--- config.mk ---
export PLATFORM = sky130hd
export DESIGN_NAME = de_timing_recover
export DESIGN_NICKNAME = d
export VERILOG_FILES = /design/src/rtl/dtr_pkg.sv /design/src/rtl/dtr_gap_track.sv /design/src/rtl/dtr_line_count.sv /design/src/rtl/dtr_scale_check.sv /design/src/rtl/de_timing_recover.sv
export SDC_FILE = /design/constraint.sdc
export NUM_CORES = 1
export LEC_CHECK = 0
export BUFFER_PORTS_ARGS = -buffer_cell sky130_fd_sc_hd__buf_2
export CAP_MARGIN = 20
export CORE_MARGIN = 10
export CORE_UTILIZATION = 51
export DETAILED_ROUTE_END_ITERATION = 7
export PLACE_DENSITY = 0.86
export SLEW_MARGIN = 5
export SYNTH_ARGS = -nofsm -noshare
export SYNTH_HDL_FRONTEND = slang
export SYNTH_HIERARCHICAL = 1
export SYNTH_SLANG_ARGS = --single-unit
--- constraint.sdc ---
create_clock -name clk -period 2.9 [get_ports clk]
set_clock_uncertainty 0.05 [all_clocks]
set_input_delay 0.29 -clock clk [delete_from_list [all_inputs] [get_ports clk]]
set_output_delay 0.29 -clock clk [all_outputs]
set_load 0.05 [all_outputs]
--- src/rtl/dtr_pkg.sv ---
`timescale 1ns/1ps
// Shared helpers for the data-enable timing recovery block.
// Assumes: callers pass positive limits.
package dtr_pkg;

    // Width of a counter that must hold values above `limit` so it can saturate past it.
    function automatic int sat_width(input int limit);
        return $clog2(limit + 1) + 1;
    endfunction

    // Width needed to encode 0..n.
    function automatic int code_width(input int n);
        return $clog2(n + 1);
    endfunction

endpackage

--- src/rtl/dtr_gap_track.sv ---
`timescale 1ns/1ps
// Counts consecutive data-enable-low clocks and classifies the gap when
// data-enable returns high: line break (> LINE_GAP) or frame break (> FRAME_GAP).
// Assumes: LINE_GAP < FRAME_GAP; GAP_CW can hold FRAME_GAP + 1.
module dtr_gap_track #(
    parameter int LINE_GAP  = 8,
    parameter int FRAME_GAP = 510,
    parameter int GAP_CW    = 10
) (
    input  logic clk,
    input  logic rst_n,
    input  logic de_i,
    output logic line_brk_o,
    output logic frame_brk_o
);

    localparam int SAT = FRAME_GAP + 1;

    logic [GAP_CW-1:0] gap_q;

    // Low-run counter; cleared by any active pixel, holds once above FRAME_GAP.
    always_ff @(posedge clk) begin
        if (!rst_n) begin
            gap_q <= '0;
        end else if (de_i) begin
            gap_q <= '0;
        end else if (gap_q != GAP_CW'(SAT)) begin
            gap_q <= gap_q + 1'b1;
        end
    end

    // Gap classification, valid only on the first active pixel after the gap.
    assign line_brk_o  = de_i && (gap_q > GAP_CW'(LINE_GAP));
    assign frame_brk_o = de_i && (gap_q > GAP_CW'(FRAME_GAP));


    gap_bound_chk: assert property (@(posedge clk) disable iff (!rst_n)
        gap_q <= GAP_CW'(SAT));


    frame_implies_line_chk: assert property (@(posedge clk) disable iff (!rst_n)
        frame_brk_o |-> line_brk_o);


    gap_clear_chk: assert property (@(posedge clk) disable iff (!rst_n)
        de_i |=> gap_q == '0);

endmodule

--- src/rtl/dtr_line_count.sv ---
`timescale 1ns/1ps
// Counts pixels per line, lines per frame and the widest line of the frame.
// Exposes the totals including a line being closed this cycle, so a frame
// break can latch them on the same edge that restarts the counters.
// Assumes: line_brk_i and frame_brk_i are only high with de_i high.
module dtr_line_count #(
    parameter int PIX_CW  = 13,
    parameter int LINE_CW = 13
) (
    input  logic               clk,
    input  logic               rst_n,
    input  logic               de_i,
    input  logic               line_brk_i,
    input  logic               frame_brk_i,
    output logic [LINE_CW-1:0] lines_total_o,
    output logic [PIX_CW-1:0]  widest_total_o
);

    logic [PIX_CW-1:0]  pix_q;
    logic [LINE_CW-1:0] line_q;
    logic [PIX_CW-1:0]  widest_q;
    logic               closing;

    // A line closes only if it actually held pixels.
    assign closing = line_brk_i && (pix_q != '0);

    // Totals seen by the frame latch, counting the line that closes now.
    always_comb begin
        lines_total_o  = line_q;
        widest_total_o = widest_q;
        if (closing) begin
            if (!(&line_q)) lines_total_o = line_q + 1'b1;
            if (pix_q > widest_q) widest_total_o = pix_q;
        end
    end

    // Counter update on each active pixel; idle cycles leave everything held.
    always_ff @(posedge clk) begin
        if (!rst_n) begin
            pix_q    <= '0;
            line_q   <= '0;
            widest_q <= '0;
        end else if (de_i) begin
            if (frame_brk_i) begin
                line_q   <= '0;
                widest_q <= '0;
                pix_q    <= PIX_CW'(1);
            end else if (line_brk_i) begin
                line_q   <= lines_total_o;
                widest_q <= widest_total_o;
                pix_q    <= PIX_CW'(1);
            end else if (!(&pix_q)) begin
                pix_q <= pix_q + 1'b1;
            end
        end
    end


    pix_hold_chk: assert property (@(posedge clk) disable iff (!rst_n)
        !de_i |=> $stable(pix_q));


    line_restart_chk: assert property (@(posedge clk) disable iff (!rst_n)
        line_brk_i |=> pix_q == PIX_CW'(1));


    frame_restart_chk: assert property (@(posedge clk) disable iff (!rst_n)
        frame_brk_i |=> (line_q == '0) && (widest_q == '0));

endmodule

--- src/rtl/dtr_scale_check.sv ---
`timescale 1ns/1ps
// Maps a frame line count onto an integer vertical divisor 1..NUM_RATIOS.
// A count matches divisor k when it equals BASE_LINES / k; otherwise 0.
// Assumes: BASE_LINES / k are distinct for k = 1..NUM_RATIOS.
module dtr_scale_check #(
    parameter int BASE_LINES = 2160,
    parameter int NUM_RATIOS = 4,
    parameter int LINE_CW    = 13,
    parameter int RATIO_W    = 3
) (
    input  logic               rst_n,
    input  logic [LINE_CW-1:0] lines_i,
    output logic [RATIO_W-1:0] ratio_o,
    output logic               valid_o
);

    logic [NUM_RATIOS-1:0] hit;

    // One exact comparator per supported divisor.
    for (genvar k = 0; k < NUM_RATIOS; k++) begin : g_ratio
        assign hit[k] = (lines_i == LINE_CW'(BASE_LINES / (k + 1)));
    end

    // Encode the matching divisor; zero when nothing matches.
    always_comb begin
        ratio_o = '0;
        for (int k = 0; k < NUM_RATIOS; k++) begin
            if (hit[k]) ratio_o = RATIO_W'(k + 1);
        end
    end

    assign valid_o = |hit;


    always_comb begin
        if (rst_n) begin
            one_ratio_chk: assert ($onehot0(hit));
        end
    end

endmodule

--- src/rtl/de_timing_recover.sv ---
`timescale 1ns/1ps
// Top of the data-enable timing recovery block. Classifies data-enable-low
// gaps, emits start-of-line / start-of-frame strobes aligned with the delayed
// pixel stream, and latches per-frame line count, widest line, scale decision
// and width warning at each frame boundary after the first.
// Assumes: a continuous pixel clock; sync signals are not used.
module de_timing_recover
    import dtr_pkg::*;
#(
    parameter int PIX_W      = 24,
    parameter int BASE_LINES = 2160,
    parameter int NUM_RATIOS = 4,
    parameter int MAX_WIDTH  = 3840,
    parameter int LINE_GAP   = 8,
    parameter int FRAME_GAP  = 510,
    localparam int LINE_CW   = sat_width(BASE_LINES),
    localparam int PIX_CW    = sat_width(MAX_WIDTH),
    localparam int RATIO_W   = code_width(NUM_RATIOS)
) (
    input  logic               clk,
    input  logic               rst_n,
    input  logic               de_i,
    input  logic [PIX_W-1:0]   pix_i,
    output logic               de_o,
    output logic [PIX_W-1:0]   pix_o,
    output logic               sol_o,
    output logic               sof_o,
    output logic               frame_done_o,
    output logic [LINE_CW-1:0] frame_lines_o,
    output logic [PIX_CW-1:0]  frame_width_o,
    output logic               fmt_valid_o,
    output logic               fmt_invalid_o,
    output logic [RATIO_W-1:0] ratio_o,
    output logic               wide_o
);

    localparam int GAP_CW = $clog2(FRAME_GAP + 2);

    logic               line_brk;
    logic               frame_brk;
    logic [LINE_CW-1:0] lines_total;
    logic [PIX_CW-1:0]  widest_total;
    logic [RATIO_W-1:0] ratio_d;
    logic               valid_d;
    logic               armed_q;

    dtr_gap_track #(
        .LINE_GAP  (LINE_GAP),
        .FRAME_GAP (FRAME_GAP),
        .GAP_CW    (GAP_CW)
    ) u_gap (
        .clk         (clk),
        .rst_n       (rst_n),
        .de_i        (de_i),
        .line_brk_o  (line_brk),
        .frame_brk_o (frame_brk)
    );

    dtr_line_count #(
        .PIX_CW  (PIX_CW),
        .LINE_CW (LINE_CW)
    ) u_count (
        .clk            (clk),
        .rst_n          (rst_n),
        .de_i           (de_i),
        .line_brk_i     (line_brk),
        .frame_brk_i    (frame_brk),
        .lines_total_o  (lines_total),
        .widest_total_o (widest_total)
    );

    dtr_scale_check #(
        .BASE_LINES (BASE_LINES),
        .NUM_RATIOS (NUM_RATIOS),
        .LINE_CW    (LINE_CW),
        .RATIO_W    (RATIO_W)
    ) u_scale (
        .rst_n   (rst_n),
        .lines_i (lines_total),
        .ratio_o (ratio_d),
        .valid_o (valid_d)
    );

    // Pass-through stage and strobes, all aligned one cycle after the input.
    always_ff @(posedge clk) begin
        if (!rst_n) begin
            de_o         <= 1'b0;
            pix_o        <= '0;
            sol_o        <= 1'b0;
            sof_o        <= 1'b0;
            frame_done_o <= 1'b0;
        end else begin
            de_o         <= de_i;
            pix_o        <= pix_i;
            sol_o        <= line_brk;
            sof_o        <= frame_brk;
            frame_done_o <= frame_brk && armed_q;
        end
    end

    // Frame result latch; the first boundary after reset only arms it.
    always_ff @(posedge clk) begin
        if (!rst_n) begin
            armed_q       <= 1'b0;
            frame_lines_o <= '0;
            frame_width_o <= '0;
            fmt_valid_o   <= 1'b0;
            fmt_invalid_o <= 1'b0;
            ratio_o       <= '0;
            wide_o        <= 1'b0;
        end else if (frame_brk) begin
            armed_q <= 1'b1;
            if (armed_q) begin
                frame_lines_o <= lines_total;
                frame_width_o <= widest_total;
                fmt_valid_o   <= valid_d;
                fmt_invalid_o <= !valid_d;
                ratio_o       <= ratio_d;
                wide_o        <= (widest_total > PIX_CW'(MAX_WIDTH));
            end
        end
    end


    done_with_sof_chk: assert property (@(posedge clk) disable iff (!rst_n)
        frame_done_o |-> sof_o);


    sof_with_sol_chk: assert property (@(posedge clk) disable iff (!rst_n)
        sof_o |-> sol_o);


    results_hold_chk: assert property (@(posedge clk) disable iff (!rst_n)
        !frame_done_o |-> $stable(frame_lines_o) && $stable(ratio_o) && $stable(wide_o));


    flag_exclusive_chk: assert property (@(posedge clk) disable iff (!rst_n)
        !(fmt_valid_o && fmt_invalid_o));

endmodule

==> results of run 1 <==
-- routing by layer --
| metal | up-vias | part of all wire [%] |
|---|---|---|
| li1 | 2197 | - |
| met1 | 2244 | 36 |
| met2 | 213 | 53 |
| met3 | 53 | 6.0 |
| met4 | 0 | 4.1 |
| met5 | - | 0 |
-- layout make-up --
cell class / instances / area share (%)
Tap cell: 133 / 2.61
Clock inverter: 7 / 1.39
Inverter: 26 / 1.53
Clock buffer: 9 / 1.94
Timing Repair Buffer: 132 / 12.3
Sequential cell: 109 / 34.3
Multi-Input combinational cell: 403 / 45.9
-- kinds of logic after synthesis --
group	count (synthesis)	share of synthesized area [%]
simple gates	236	24.3
compound gates	121	18.2
flops	109	42.2
buf+inv	57	5.95
xor+xnor	23	3.90
fa+ha+maj	19	4.60
mux	4	0.823
-- power breakdown --
group	switching (mW)	internal, mW
Sequential	0.0107	1.52
Clock	0.606	0.351
Combinational	0.153	0.0854
-- through the flow --
step / instances / hold slack (ps)
floorplan: 569 / 367
global placement: 794 / 392
detailed placement: 794 / 400
CTS: 810 / 31.9
global route: 819 / 22.6
finish: 819 / 41.6
-- synthesized netlist by cell type (13+ instances only) --
cell type	n
inv_1	26
nand4_1	13
a21boi_2	27
and2_1	27
ha_1	19
clkbuf_1	16
o21ai_0	30
a21oi_1	17
dfxtp_1	109
nand3_1	15
nor2_1	32
nand2_1	93
-- registers in the layout, summed over array words and instances, names as in the netlist --
register and cells:
sof_o 1, frame_lines_o 13, u_count/line_q 13, u_count/widest_q 13, armed_q 1, pix_o 24, ratio_o 3, frame_done_o 1
de_o 1, sol_o 1, u_gap/gap_q 9, fmt_valid_o 1, fmt_invalid_o 1, frame_width_o 13, wide_o 1, u_count/pix_q 13
-- placed cells by master (no fill, tap or decap), drive strengths merged, types with 2 or more instances in the layout --
master and instances:
nor4 3, a21oi 19, inv 29, nand2 94, nand3b 4, mux2 2
or4 5, nor3b 2, ha 19, nor4bb 3, o31a 2, and3b 2
a221oi 2, a32o 2, buf 132, a21boi 31, dfxtp 109, and2 30
mux2i 2, clkinv 4, xnor2 12, xor2 11, nor3 8, and3 6
nand3 15, o21ai 35, and4 3, a31oi 7, nand4 15, nor2 32
or3 6, a22o 12, nand4b 3, o31ai 2, clkbuf 9
-- what timing repair did --
action	CTS	global route
pin swaps	2	22
hold buffers	0	0
resized for setup	3	45
hold endpoints to repair	0	0
setup endpoints to repair	2	13
cloned	0	2
setup buffers	0	7
-- path summary, 6_finish.rpt --
path                         start                to  slack [ps]  depth (start not counted)
setup / recovery    u_gap/gap_q[1]       fmt_valid_o        -120                         15
hold / removal            pix_i[3]          pix_o[3]          40                          2
setup reg to reg    u_gap/gap_q[1]       fmt_valid_o        -120                         15
hold reg to reg   frame_lines_o[3]  frame_lines_o[3]         420                          2
==> impl_metrics.ini, run 1 <==
[critical_path]
path_class = reg -> reg
cp_max_fo = 6
crit_buf_inv = 3
crit_arrival_ps = 3290
worstSetupStartpointType = flop
critPathTopFamily = simple AND/OR/NAND/NOR gates
worstPathRequired_ps = 3170
crit_path_end_kind = flop
cpMostUsedCell = inv_2
worstPathCellList = inv_2 -> ha_4 -> inv_2 -> o21ai_2 -> a31oi_4 -> o31ai_4 -> buf_6 -> nor3_4 -> nand3_2 -> xnor2_2 -> nor4bb_1 -> nand4_1 -> o2111ai_2 -> nand2_1 -> a21boi_1
slowest_delay_ps = 350
slowest_stage = dfxtp_2

[final_layout]
nNetsFinal = 727
fin_util_pct = 65.0
areaGrowthSynthToFinish_pct = 23.4
fin_area_um2 = 6380
diodes = 0
final-seq-area_um2 = 2190
drive_gt1_share_pct = 33.8
num-fill-cells = 723
multi_input_area_um2 = 2930

[placed_design]
numPortBuffers = 86
placed_area_um2 = 5870
dpl.hpwl_mm = 9.54
dp_slack_ps = -10.6
globalplace.congestion = 0.877

[synth]
synthTopCellsByArea = dfxtp_1 (42%), nand2_1 (6.8%), a21boi_2 (5.9%)
async_flop_share_pct = 0
syn-mean-instance-area_um2 = 9.09
syn_area_um2 = 5170
ys_types = 67
ys_ff_latch = 109
yosys_warnings = 6
seq_area_frac_synth_pct = 42.2
synth_top_area_share_pct = 42.2
synth_edf_count = 0
syn_inst = 569
synth_largest_area_cell = dfxtp_1
synth_top_flop_cell = dfxtp_1
synth_fp_nets = 615

[timing]
fin_crit_ps = 3020
maxSlewHeadroom_pct = 60.2
finalSetupViolCount = 2
tightestPinTransition_ps = 591
period_share_pct = 104
rsz0062_at_grt = true
fmax_mhz = 331
worst_slack_ps = -119
tns_ps = -141
slew_violations = 0
hold_viol_final = 0

[global_routing]
grt_use_met1_pct = 17.7
grt_busiest_layer = met2
grt.overflow.total = 0
grt_use_met2_pct = 31.1
grt_util_all_layers_pct = 16.9
grt_max_degree = 69
met3_usage_pct = 4.19
grt_pass1_vias = 4379
grt_antenna_before_repair = 0
grt_pass1_wl_mm = 20.5

[cts]
clk_pin_slew_worst_paths_ps = 130
cts.sinks = 109
numCtsBuffers = 9
htreeDepth = 3
ctsRootBufferMaster = clkbuf_8
worstSkewPairLatency_ps = 390
tritoncts = done
cts_buffer_depth = 2

[floorplanning]
die_h_um = 121
die_area_um2 = 14600
initial_core_util_pct = 52.7
rows = 36
fp.dieW_um = 121
io_pins = 87
core_area_um2 = 9820

[routing]
first_pass_iters = 5
drt_iter0_drc = 482
vias = 4707
avgViaCountPerCell = 5.75
drc_errors = 0
wl_mm = 14.3
routedWlPerCell_um = 17.5
ant_nets = 0

[pwr]
total_power_mw = 2.73
p_leak_nw = 2.66
peakVddDrop_v = 0.000300
powerDensity_nw_per_um2 = 428

[hold_path]
hp-class = in -> reg

[status]
violations = setup timing
status = finished with violations

[run]
maxCapViolCount = 0
Power figures use the tool's default switching activity.
==> inputs of run 2 (changes only) <==
- BUFFER_PORTS_ARGS: -buffer_cell sky130_fd_sc_hd__buf_2 -> default
- CORE_UTILIZATION: 51 -> 40
- DONT_BUFFER_PORTS: default -> 1
- MAX_ROUTING_LAYER: default -> met4
- PLACE_DENSITY: 0.86 -> 0.66
==> impl_metrics.ini, run 2 (synthesis gave the netlist of run 1 again) <==
[status]
status = finished clean

[global_routing]
grt_max_degree = 67
grt_antenna_before_repair = 0
grt.overflow.total = 0
grt_pass1_wl_mm = 20.2
grt_util_all_layers_pct = 14.0
grt_pass1_vias = 4197

[cts]
ctsRootBufferMaster = clkbuf_16
htreeDepth = 3
cts_buffer_depth = 2
numCtsBuffers = 9
tritoncts = done
cts.sinks = 109
worstSkewPairLatency_ps = 360
clk_pin_slew_worst_paths_ps = 70

[pwr]
total_power_mw = 3.02
p_leak_nw = 2.29
peakVddDrop_v = 0.000253
powerDensity_nw_per_um2 = 494

[routing]
routedWlPerCell_um = 16.4
avgViaCountPerCell = 5.37
vias = 4142
drt_iter0_drc = 289
wl_mm = 12.7
ant_nets = 0
first_pass_iters = 4
drc_errors = 0

[floorplanning]
fp.dieW_um = 134
die_area_um2 = 17900
initial_core_util_pct = 41.0
io_pins = 87
core_area_um2 = 12600
die_h_um = 134
rows = 41

[timing]
slew_violations = 0
tightestPinTransition_ps = 580
maxSlewHeadroom_pct = 61.3
fin_crit_ps = 2850
fmax_mhz = 351
period_share_pct = 98.2
rsz0062_at_grt = true
worst_slack_ps = 53.4
whs_ps = 15.0
tns_ps = 0
hold_viol_final = 0
finalSetupViolCount = 0

[final_layout]
final_common_cell = dfxtp_1
largest_register_ffs = 24
nNetsFinal = 644
drive_gt1_share_pct = 22.2
areaGrowthSynthToFinish_pct = 18.0
diodes = 0
final_cell_mix = dfxtp_1 (105), nand2_1 (93), buf_4 (38)
regMostFlops = pix_o
stdcell_count = 772

[hold_path]
hp-class = in -> reg

[critical_path]
worstPathCellList = inv_1 -> ha_1 -> or4b_4 -> o31ai_4 -> a41oi_4 -> buf_6 -> mux2_2 -> nor3_4 -> nand4_1 -> o2111ai_2 -> nand2_1 -> a21boi_1
worstPathRequired_ps = 3130
cp_max_fo = 6
crit_arrival_ps = 3080
worstSetupStartpointType = flop
path_class = reg -> reg
slowest_stage = or4b_4
crit_path_end_kind = flop
slowest_delay_ps = 460

[placed_design]
globalplace.congestion = 0.843
numPortBuffers = 0
dp_slack_ps = -56.4
dp.cells = 748
dpl.hpwl_mm = 8.92

[run]
maxCapViolCount = 0
[run 2: cell types whose count changed in the layout (fill, tap and decap cells not counted), moves of 5 or more]
cell           previous run  this run
clkbuf_16                 0         9
buf_4                    43        38
clkbuf_8                  9         1
dlygate4sd3_1             0         6
buf_2                    86         0
[run 2: power by group]
group	internal (mW)	total [mW]	switching (mW)
Combinational	0.0657	0.122	0.0562
Sequential	1.52	1.60	0.0804
Clock	0.767	1.29	0.525
Total	2.36	3.02	0.662
[run 2: repair_timing]
item	in CTS	in global routing
hold buffers	5	1
pin swaps	1	20
hold endpoints to repair	4	1
setup buffers	0	3
resized for setup	3	42
cloned	0	2
setup endpoints to repair	2	7
[run 2: final cells by class]
type                       instances  area (µm²)
sequential                       109        2190
timing repair buffer              49         402
clock inverter                     2        60.1
fill                            1186        6520
inverter                          26        97.6
tap                              172         215
clock buffer                      11         243
multi-input combinational        403        2900
[run 2: final timing paths]
path	startpoint	to	slack, ps	cells after the start
max	u_count/pix_q[0]	fmt_valid_o	50	12
min	rst_n	pix_o[13]	20	1
max reg2reg	u_count/pix_q[0]	fmt_valid_o	50	12
min reg2reg	u_count/widest_q[8]	u_count/widest_q[8]	430	1
[run 2: layer usage]
metal | track usage [%] | vias to the layer above | share of wire, %
met4 | 5.86 | 0 | 1.7
li1 | - | 2029 | -
met5 | - | - | 0
met1 | 16.0 | 1963 | 44
met2 | 22.4 | 133 | 47
met3 | 4.44 | 17 | 6.9
[run 2: metrics by stage]
| step | util, % | instance area (µm²) |
|---|---|---|
| 2_1_floorplan | - | 5200 |
| 3_3_place_gp | 43.6 | 5500 |
| 3_5_place_dp | 43.6 | 5500 |
| 4_1_cts | 46.5 | 5870 |
| 5_1_grt | 48.4 | 6100 |
| 6_report | 48.4 | 6100 |
[run 2: worst max-delay path, delay by kind of cell (launching register included)]
kind / cells / cell delay [ps]
DFF: 1 / 310
muxes: 1 / 300
AOI/OAI and AO/OA: 4 / 810
buffers and inverters: 2 / 260
and+or+nand+nor: 4 / 910
adders and majority gates: 1 / 140
